**config.mk**
```make
export PLATFORM = sky130hd
export DESIGN_NAME = rxring_addr_gen
export DESIGN_NICKNAME = d
export VERILOG_FILES = /design/src/rtl/rxr_pkg.sv /design/src/rtl/rxr_table.sv /design/src/rtl/rxr_cursor.sv /design/src/rtl/rxr_evt.sv /design/src/rtl/rxring_addr_gen.sv
export SDC_FILE = /design/constraint.sdc
export NUM_CORES = 2
export LEC_CHECK = 0
export BUFFER_PORTS_ARGS = -buffer_cell sky130_fd_sc_hd__buf_4
export CORE_MARGIN = 10
export CORE_UTILIZATION = 55
export DETAILED_ROUTE_END_ITERATION = 12
export PLACE_DENSITY = 0.82
export SYNTH_ARGS = -nofsm -noshare
export SYNTH_HDL_FRONTEND = slang
export SYNTH_SLANG_ARGS = --single-unit
```
**constraint.sdc**
```tcl
create_clock -name clk -period 155.8 [get_ports clk]
set_input_delay 23.37 -clock clk [delete_from_list [all_inputs] [get_ports clk]]
set_output_delay 23.37 -clock clk [all_outputs]
set_load 0.01 [all_outputs]
```
**src/rtl/rxr_pkg.sv**
```systemverilog
package rxr_pkg;
  localparam int ADDR_W = 64;
  localparam int SIZE_W = 32;

  typedef struct packed {
    logic [ADDR_W-1:0] base;
    logic [SIZE_W-1:0] size;
    logic              gpu;
  } buf_ent_t;
endpackage

```
**src/rtl/rxr_table.sv**
```systemverilog
module rxr_table
  import rxr_pkg::*;
#(
  parameter int NUM_BUF = 16,
  localparam int IDX_W = $clog2(NUM_BUF)
) (
  input  logic             clk,
  input  logic             rst_n,
  input  logic             wr_en,
  input  logic [IDX_W-1:0] wr_idx,
  input  buf_ent_t         wr_ent,
  input  logic [IDX_W-1:0] rd_idx,
  output buf_ent_t         rd_ent
);
  buf_ent_t ent_q [NUM_BUF];

  // one register per entry, each with its own write enable
  for (genvar g = 0; g < NUM_BUF; g++) begin : g_ent
    logic     ld;
    buf_ent_t ent_d;

    always_comb begin
      ld    = wr_en && (wr_idx == IDX_W'(g));
      ent_d = ld ? wr_ent : ent_q[g];
    end

    always_ff @(posedge clk or negedge rst_n) begin
      if (!rst_n) ent_q[g] <= '0;
      else        ent_q[g] <= ent_d;
    end
  end

  assign rd_ent = ent_q[rd_idx];
endmodule

```
**src/rtl/rxr_cursor.sv**
```systemverilog
module rxr_cursor
  import rxr_pkg::*;
#(
  parameter int NUM_BUF = 16,
  parameter int LEN_W   = 16,
  localparam int IDX_W = $clog2(NUM_BUF),
  localparam int CNT_W = $clog2(NUM_BUF + 1)
) (
  input  logic              clk,
  input  logic              rst_n,
  input  logic              cfg_we,
  input  logic              cfg_clear,
  input  logic              cfg_last,
  input  logic [IDX_W-1:0]  cfg_idx,
  input  logic              req_valid,
  input  logic [LEN_W-1:0]  req_len,
  input  logic              evt_free,
  input  buf_ent_t          cur_ent,
  output logic [IDX_W-1:0]  cur_idx,
  output logic [CNT_W-1:0]  ring_cnt,
  output logic              req_ready,
  output logic              acc,
  output logic              acc_err,
  output logic [ADDR_W-1:0] acc_addr,
  output logic              close_fire,
  output logic [SIZE_W-1:0] close_bytes
);
  logic [SIZE_W-1:0] off_q, off_d;
  logic [IDX_W-1:0]  idx_q, idx_d, idx_nxt;
  logic [CNT_W-1:0]  cnt_q, cnt_d;
  logic [SIZE_W:0]   fill;
  logic [SIZE_W:0]   len_x;
  logic              run, bad, spill, fits, exact;

  always_comb begin
    len_x   = (SIZE_W+1)'(req_len);
    fill    = {1'b0, off_q} + len_x;
    idx_nxt = ((CNT_W'(idx_q) + CNT_W'(1)) == cnt_q) ? '0 : idx_q + IDX_W'(1);
    run     = rst_n && !cfg_we && !cfg_clear && evt_free;
    bad     = (cnt_q == '0) || (req_len == '0) || (len_x > {1'b0, cur_ent.size});
    spill   = !bad && (fill > {1'b0, cur_ent.size});
    fits    = !bad && !spill;
    exact   = fits && (fill == {1'b0, cur_ent.size});

    req_ready   = run && !spill;
    acc         = req_valid && req_ready;
    acc_err     = bad;
    acc_addr    = cur_ent.base + ADDR_W'(off_q);
    close_fire  = req_valid && run && (spill || exact);
    close_bytes = spill ? off_q : cur_ent.size;
  end

  // next-state selection, configuration first
  always_comb begin
    off_d = off_q;
    idx_d = idx_q;
    cnt_d = cnt_q;
    if (cfg_clear) begin
      cnt_d = '0;
      idx_d = '0;
      off_d = '0;
    end else if (cfg_we && cfg_last) begin
      cnt_d = CNT_W'(cfg_idx) + CNT_W'(1);
      idx_d = '0;
      off_d = '0;
    end else if (close_fire) begin
      idx_d = idx_nxt;
      off_d = '0;
    end else if (acc && fits) begin
      off_d = fill[SIZE_W-1:0];
    end
  end

  always_ff @(posedge clk or negedge rst_n) begin
    if (!rst_n) begin
      off_q <= '0;
      idx_q <= '0;
      cnt_q <= '0;
    end else begin
      off_q <= off_d;
      idx_q <= idx_d;
      cnt_q <= cnt_d;
    end
  end

  assign cur_idx  = idx_q;
  assign ring_cnt = cnt_q;
endmodule

```
**src/rtl/rxr_evt.sv**
```systemverilog
module rxr_evt
  import rxr_pkg::*;
#(
  parameter int NUM_BUF = 16,
  localparam int IDX_W = $clog2(NUM_BUF)
) (
  input  logic              clk,
  input  logic              rst_n,
  input  logic              fire,
  input  logic [IDX_W-1:0]  fire_idx,
  input  logic [SIZE_W-1:0] fire_bytes,
  input  logic              evt_ready,
  output logic              evt_free,
  output logic              evt_valid,
  output logic [IDX_W-1:0]  evt_idx,
  output logic [SIZE_W-1:0] evt_bytes
);
  logic              v_q, v_d;
  logic [IDX_W-1:0]  i_q, i_d;
  logic [SIZE_W-1:0] b_q, b_d;

  always_comb begin
    evt_free = !v_q || evt_ready;
    v_d = v_q;
    i_d = i_q;
    b_d = b_q;
    if (fire) begin
      v_d = 1'b1;
      i_d = fire_idx;
      b_d = fire_bytes;
    end else if (evt_ready) begin
      v_d = 1'b0;
    end
  end

  always_ff @(posedge clk or negedge rst_n) begin
    if (!rst_n) begin
      v_q <= 1'b0;
      i_q <= '0;
      b_q <= '0;
    end else begin
      v_q <= v_d;
      i_q <= i_d;
      b_q <= b_d;
    end
  end

  assign evt_valid = v_q;
  assign evt_idx   = i_q;
  assign evt_bytes = b_q;
endmodule

```
**src/rtl/rxring_addr_gen.sv**
```systemverilog
module rxring_addr_gen
  import rxr_pkg::*;
#(
  parameter int NUM_BUF = 16,
  parameter int LEN_W   = 16,
  localparam int IDX_W = $clog2(NUM_BUF),
  localparam int CNT_W = $clog2(NUM_BUF + 1)
) (
  input  logic              clk,
  input  logic              rst_n,
  input  logic              cfg_we,
  input  logic              cfg_clear,
  input  logic [IDX_W-1:0]  cfg_idx,
  input  logic [ADDR_W-1:0] cfg_base,
  input  logic [SIZE_W-1:0] cfg_size,
  input  logic              cfg_gpu,
  input  logic              cfg_last,
  input  logic              req_valid,
  input  logic [LEN_W-1:0]  req_len,
  output logic              req_ready,
  output logic              rsp_valid,
  output logic              rsp_err,
  output logic [ADDR_W-1:0] rsp_addr,
  output logic              rsp_gpu,
  output logic [IDX_W-1:0]  rsp_idx,
  output logic              evt_valid,
  input  logic              evt_ready,
  output logic [IDX_W-1:0]  evt_idx,
  output logic [SIZE_W-1:0] evt_bytes
);
  // reset: asserted at once, released on the clock
  logic rs_meta_q, rst_sync_n;
  always_ff @(posedge clk or negedge rst_n) begin
    if (!rst_n) begin
      rs_meta_q  <= 1'b0;
      rst_sync_n <= 1'b0;
    end else begin
      rs_meta_q  <= 1'b1;
      rst_sync_n <= rs_meta_q;
    end
  end

  buf_ent_t          wr_ent, cur_ent;
  logic [IDX_W-1:0]  cur_idx;
  logic [CNT_W-1:0]  ring_cnt;
  logic              evt_free, acc, acc_err, close_fire;
  logic [ADDR_W-1:0] acc_addr;
  logic [SIZE_W-1:0] close_bytes;

  assign wr_ent = '{base: cfg_base, size: cfg_size, gpu: cfg_gpu};

  rxr_table #(.NUM_BUF(NUM_BUF)) u_table (
    .clk    (clk),
    .rst_n  (rst_sync_n),
    .wr_en  (cfg_we),
    .wr_idx (cfg_idx),
    .wr_ent (wr_ent),
    .rd_idx (cur_idx),
    .rd_ent (cur_ent)
  );

  rxr_cursor #(.NUM_BUF(NUM_BUF), .LEN_W(LEN_W)) u_cursor (
    .clk         (clk),
    .rst_n       (rst_sync_n),
    .cfg_we      (cfg_we),
    .cfg_clear   (cfg_clear),
    .cfg_last    (cfg_last),
    .cfg_idx     (cfg_idx),
    .req_valid   (req_valid),
    .req_len     (req_len),
    .evt_free    (evt_free),
    .cur_ent     (cur_ent),
    .cur_idx     (cur_idx),
    .ring_cnt    (ring_cnt),
    .req_ready   (req_ready),
    .acc         (acc),
    .acc_err     (acc_err),
    .acc_addr    (acc_addr),
    .close_fire  (close_fire),
    .close_bytes (close_bytes)
  );

  rxr_evt #(.NUM_BUF(NUM_BUF)) u_evt (
    .clk        (clk),
    .rst_n      (rst_sync_n),
    .fire       (close_fire),
    .fire_idx   (cur_idx),
    .fire_bytes (close_bytes),
    .evt_ready  (evt_ready),
    .evt_free   (evt_free),
    .evt_valid  (evt_valid),
    .evt_idx    (evt_idx),
    .evt_bytes  (evt_bytes)
  );

  // response register
  logic              rv_d, re_d, rg_d;
  logic [ADDR_W-1:0] ra_d;
  logic [IDX_W-1:0]  ri_d;

  always_comb begin
    rv_d = acc;
    re_d = acc ? acc_err : rsp_err;
    ra_d = (acc && !acc_err) ? acc_addr : rsp_addr;
    rg_d = (acc && !acc_err) ? cur_ent.gpu : rsp_gpu;
    ri_d = acc ? cur_idx : rsp_idx;
  end

  always_ff @(posedge clk or negedge rst_sync_n) begin
    if (!rst_sync_n) begin
      rsp_valid <= 1'b0;
      rsp_err   <= 1'b0;
      rsp_addr  <= '0;
      rsp_gpu   <= 1'b0;
      rsp_idx   <= '0;
    end else begin
      rsp_valid <= rv_d;
      rsp_err   <= re_d;
      rsp_addr  <= ra_d;
      rsp_gpu   <= rg_d;
      rsp_idx   <= ri_d;
    end
  end
endmodule

```
==> Word level (Yosys, flattened, before mapping) <==
Cells that the tools add are included.
{ "word_totals": {"register_bits": 1703, "inputBits": 124, "out_inout_bits": 109, "word_cells": 148} }
{ "op_classes": {"add_sub_neg": 5, "n_lt_le_gt_ge": 3, "n_eq_ne": 17, "muxes": 16, "n_bitwise": 1, "n_reduce_logical": 45} }
{ "op_table": {"columns": ["operator", "n"], "rows": [
  ["$bmux W97 S4", 1],
  ["$mux W97", 2],
  ["$mux W32", 5],
  ["$add A64 B32 Y64", 1],
  ["$add A32 B16 Y33", 1],
  ["$eq A33 B32 Y1", 1],
  ["$gt A33 B32 Y1", 1],
  ["$eq A4 B4 Y1 const B", 8],
  ["$gt A16 B32 Y1", 1],
  ["$logic_and A1 B1 Y1", 29],
  ["$eq A4 B3 Y1 const B", 4],
  ["$logic_not A16 Y1", 1],
  ["$mux W4", 4],
  ["$add A4 B1 Y5 const B", 2],
  ["$mux W5", 2],
  ["$eq A4 B2 Y1 const B", 2],
  ["$eq A5 B5 Y1", 1],
  ["$ge A5 B5 Y1 const B", 1],
  ["$logic_not A1 Y1", 5],
  ["$logic_not A5 Y1", 1],
  ["$not A4 Y5", 1],
  ["$add A4 B1 Y4 const B", 1],
  ["$eq A4 B1 Y1 const B", 1],
  ["$logic_not A4 Y1", 1],
  ["other kinds (5)", 10]
]} }

==> Logic depth before layout (Yosys ltp) <==
{ "depth": {"depth_word": 16, "mapped_depth": 26} }

==> Modules after synthesis <==
From an unflattened synthesis, not the netlist that was laid out.
{ "unflattened": {"hier_cells": 5298, "area_unflattened_um2": 80155.6} }
{ "modules_own_cells": {"columns": ["mod", "n_inst", "cells_each", "area_per_inst_um2", "seq_area_each_um2"], "rows": [
  ["rxr_table", 1, 4203, 68714.7, 38837.2],
  ["rxr_cursor", 1, 864, 6969.2, 1026.0],
  ["rxring_addr_gen", 1, 152, 2947.8, 1826.8],
  ["rxr_evt", 1, 79, 1524.0, 925.9]
]} }

==> Worst setup path after synthesis <==
OpenSTA, ideal clock, no wires.
{ "synth_timing": {"kind": "register -> output", "start": "reg rst_sync_n", "end": "out req_ready", "arrival_ns": 41.252, "slack_ns": 91.178, "path_stages_with_launch": 3, "n_path_buf": 0, "path_cell_list": "dfrtp_1 and3_1 and2_1"} }
{ "synth_via": {"elab_chain_len": 4} }
{ "synth_rtl": {"columns": ["item", "line", "text"], "rows": [
  ["from (decl)", "rxring_addr_gen.sv:32", "logic rs_meta_q, rst_sync_n;"],
  ["from (signal assigned)", "rxring_addr_gen.sv:39", "rst_sync_n <= rs_meta_q;"],
  ["$logic_and A1 B1 Y1 (3 in a row)", "rxr_cursor.sv:39", "run = rst_n && !cfg_we && !cfg_clear && evt_free;"],
  ["$logic_and A1 B1 Y1", "rxr_cursor.sv:45", "req_ready = run && !spill;"],
  ["to (decl)", "rxring_addr_gen.sv:20", "output logic req_ready,"]
]} }
Every way passes these cells.

==> Final worst setup path <==
{ "layout_timing": {"start": "in req_len[0]", "end": "out req_ready"} }
{ "layout_via": {"elab_chain_len": 7} }
{ "layout_rtl": {"columns": ["item", "line", "text"], "rows": [
  ["from (decl)", "rxring_addr_gen.sv:19", "input logic [LEN_W-1:0] req_len,"],
  ["parallel branches: the longest is 4 deep, another holds $add A32 B16 Y33", null, null],
  ["$logic_and A1 B1 Y1 (*)", "rxr_cursor.sv:41", "spill = !bad && (fill > {1'b0, cur_ent.size});"],
  ["$logic_not A1 Y1 (*)", "rxr_cursor.sv:45", null],
  ["$logic_and A1 B1 Y1 (*)", "rxr_cursor.sv:45", null]
]} }
Mark *: on every way between the ends.

==> results.py <==
metrics = {
    "timing": {
        "rsz0062_at_grt": "false",
        "fmax_mhz": 19.1,
        "setup_ws_ns": 103.48,
        "hold_viol": 0,
        "setup-tns-final_ns": 0,
        "period_minus_slack_ns": 52.33,
        "maxSlewViolCount": 0,
        "tightestPinTransition_ns": 1.32,
        "finalSetupViolCount": 0,
        "fin_crit_sh_pct": 33.6,
        "slew_headroom_pct": 11.9,
        "skew_ns": 0.0264,
    },
    "global_routing": {
        "antenna_found_initial": 20,
        "grt_max_degree": 191,
        "grt_pass1_wl_um": 324000,
        "grt-ovfl-total": 0,
        "grt_pass1_vias": 51600,
        "grt_usage_pct": 26.0,
    },
    "synthesis": {
        "yosysWarningCount": 0,
        "synth_area_leaders": "dfrtp_1, mux2_2, mux4_2, ha_1, clkbuf_1",
        "synth_cell_types": 80,
        "postSynthCellCount": 5440,
        "ys_seq_area_share_pct": 53.0,
        "ys_async_sr_fraction_pct": 100,
        "synth_edf_count": 0,
        "ys_seq_elements": 1703,
        "synth_top_cell_area_share_pct": 53.0,
        "postSynthAreaPerCell_um2": 14.8,
        "syn-num-nets": 5667,
        "ys.flop_type": "dfrtp_1",
        "netlist_area_um2": 80400,
        "ys_top_cells_by_count": "dfrtp_1, mux2_2, mux4_2, clkbuf_1, nand2_1",
        "yosysTopAreaCell": "dfrtp_1",
        "yosysMostFrequentCell": "dfrtp_1",
    },
    "power_and_ir_drop": {
        "p_sw_mw": 0.319,
        "sw_frac_of_total_pct": 25.7,
        "power_frac_seq_pct": 47.9,
        "comb_power_share_pct": 17.3,
        "leakagePower_nw": 38.6,
        "intPower_mw": 0.922,
        "power.share.clock_pct": 34.8,
        "power_density_nw_per_um2": 13.9,
        "peakVddDrop_v": 0.0000127,
    },
    "die": {
        "coreArea_um2": 145000,
        "fp-row-count": 140,
        "ios": 233,
        "start_util_pct": 55.3,
        "dieArea_um2": 162000,
        "die_h_um": 402,
        "die_w_um": 402,
    },
    "drt": {
        "num_vias": 49200,
        "avgRoutedWirePerCell_um": 28.1,
        "drt-initial-drc-count": 4552,
        "drc_errors": 0,
        "viasPerCell": 6.51,
        "final_antenna_net_count": 0,
        "drt_pre_antenna_iters": 5,
        "finalWirelength_um": 213000,
    },
    "clock_tree": {
        "clockRootBuffer": "clkbuf_16",
        "hold_buffers": 0,
        "post_cts_buffers": 0,
        "cts_buffers": 171,
        "clk_latency_ns": 0.82,
        "cts_buffer_depth": 3,
        "path_clk_slew_ns": 0.07,
        "cts_tree": "built",
        "cts_resized": 0,
        "cts_sinks": 1703,
        "ctsHtreeMaxLevel": 4,
    },
    "cells_and_area": {
        "drive_gt1_share_pct": 47.1,
        "fill_cells": 10400,
        "area_growth_pct": 11.3,
        "regArea_um2": 42600,
        "fin_util_pct": 61.6,
        "nets": 5714,
        "multi_input_area_um2": 35800,
        "finish.instance_area_um2": 89500,
    },
    "critical_path": {
        "cp.arrival_ns": 28.95,
        "worst-path-max-fanout": 29,
        "start_kind": "input port",
        "cp_data_required_time_ns": 132.43,
        "worst_setup_path_end_kind": "output port",
        "crit_type": "input port to output port",
    },
    "run": {
        "drv_cap": 0,
    },
    "place": {
        "place_hpwl_um": 129000,
        "placed_area_um2": 83600,
        "port_buffers": 232,
        "preCtsSetupSlack_ns": 103.56,
        "place_congestion": 0.923,
    },
    "worst_hold_path": {
        "hp-class": "flop to async pin",
    },
    "run_status": {
        "status": "complete, no violations",
    },
}
## power groups by stage
stage                     Clock (mW)  Sequential (mW)  Combinational, mW
after floorplan                    0            0.595              0.154
after global placement             0            0.591              0.205
after detailed placement           0            0.599              0.214
after CTS                      0.436            0.593              0.216
after global routing           0.454            0.605              0.232
final                          0.432            0.595              0.215
## cells in the final DEF (no fill, tap or decap), drive strengths merged, types with 72 or more instances in the layout
cell type,instances
ha,101
a21oi,107
nand2,244
mux2,1565
buf,315
o21ai,133
mux4,449
nor2,72
clkbuf,255
dfrtp,1703
## metrics by stage
stage | instances | hold WS [ns] | power (mW)
floorplan | 5440 | 0.331 | 0.749
global placement | 7231 | 0.335 | 0.795
detailed placement | 7231 | 0.342 | 0.814
CTS | 7547 | 0.346 | 1.24
global route | 7557 | 0.357 | 1.29
finish | 7561 | 0.340 | 1.24
## critical path: stages
cell and delay (ns):
buf_4 0.12, ha_1 0.25, fa_1 0.44, a211o_1 0.32, a2111o_1 0.37, a31oi_1 0.32, o21ai_0 0.32, o21a_1 0.43
and3_1 0.28, xor2_1 0.15, ha_1 0.31, a21oi_1 0.14, nor2_1 0.06, a211oi_1 0.21, o21ai_0 0.14, a221oi_1 0.42
o21ai_2 0.14, o211ai_4 0.10, buf_4 0.47, and2_1 0.39, buf_4 0.19
## kinds of logic after synthesis
group	count (synthesis)	synth area share [%]
mux	2050	34.9
flops	1703	53.0
simple gates	567	3.38
buf+inv	499	2.71
compound gates	416	3.24
fa+ha+maj	103	1.62
xor+xnor	101	1.10
other cells	1	0.00466
## path summary, 6_finish.rpt
path	startpoint	to	slack, ns	cells after the start
setup / recovery	req_len[0]	req_ready	103.48	21
hold / removal	rst_sync_n	u_table.ent_q[1321]	0.34	0
setup reg to reg	u_cursor.cur_idx[0]	rsp_addr[63]	146.95	15
hold reg to reg	rst_sync_n	u_table.ent_q[1321]	0.34	0
max in group asynchronous	rst_n	rst_sync_n	133.37	1
min in group clk	rs_meta_q	rst_sync_n	0.35	0
## registers in the layout (all words and copies together), names as in the netlist
name and flops:
rsp_addr 64, rst_sync_n 1, u_evt.evt_bytes 32, rsp_idx 4, u_cursor.cur_idx 4, u_table.ent_q 1552, u_cursor.off_q 32, rs_meta_q 1
rsp_err 1, u_evt.evt_idx 4, rsp_valid 1, u_cursor.ring_cnt 5, rsp_gpu 1, u_evt.evt_valid 1
## routing by layer
layer	global-route usage [%]	wire length, µm	up-vias
li1	-	-	20400
met1	35.1	86600	26400
met2	42.0	103000	2007
met3	5.43	16400	423
met4	9.14	6980	14
met5	0	70	-
## layout make-up
cell class,count,share of cell area [%]
clock buffers,255,5.68
multi-input cells,3238,40.0
repair buffers,315,2.78
clock inverters,61,0.938
inverters,58,0.249
diodes,14,0.0391
well taps,1917,2.68
flip-flops and latches,1703,47.6
Power figures use the tool's default switching activity.
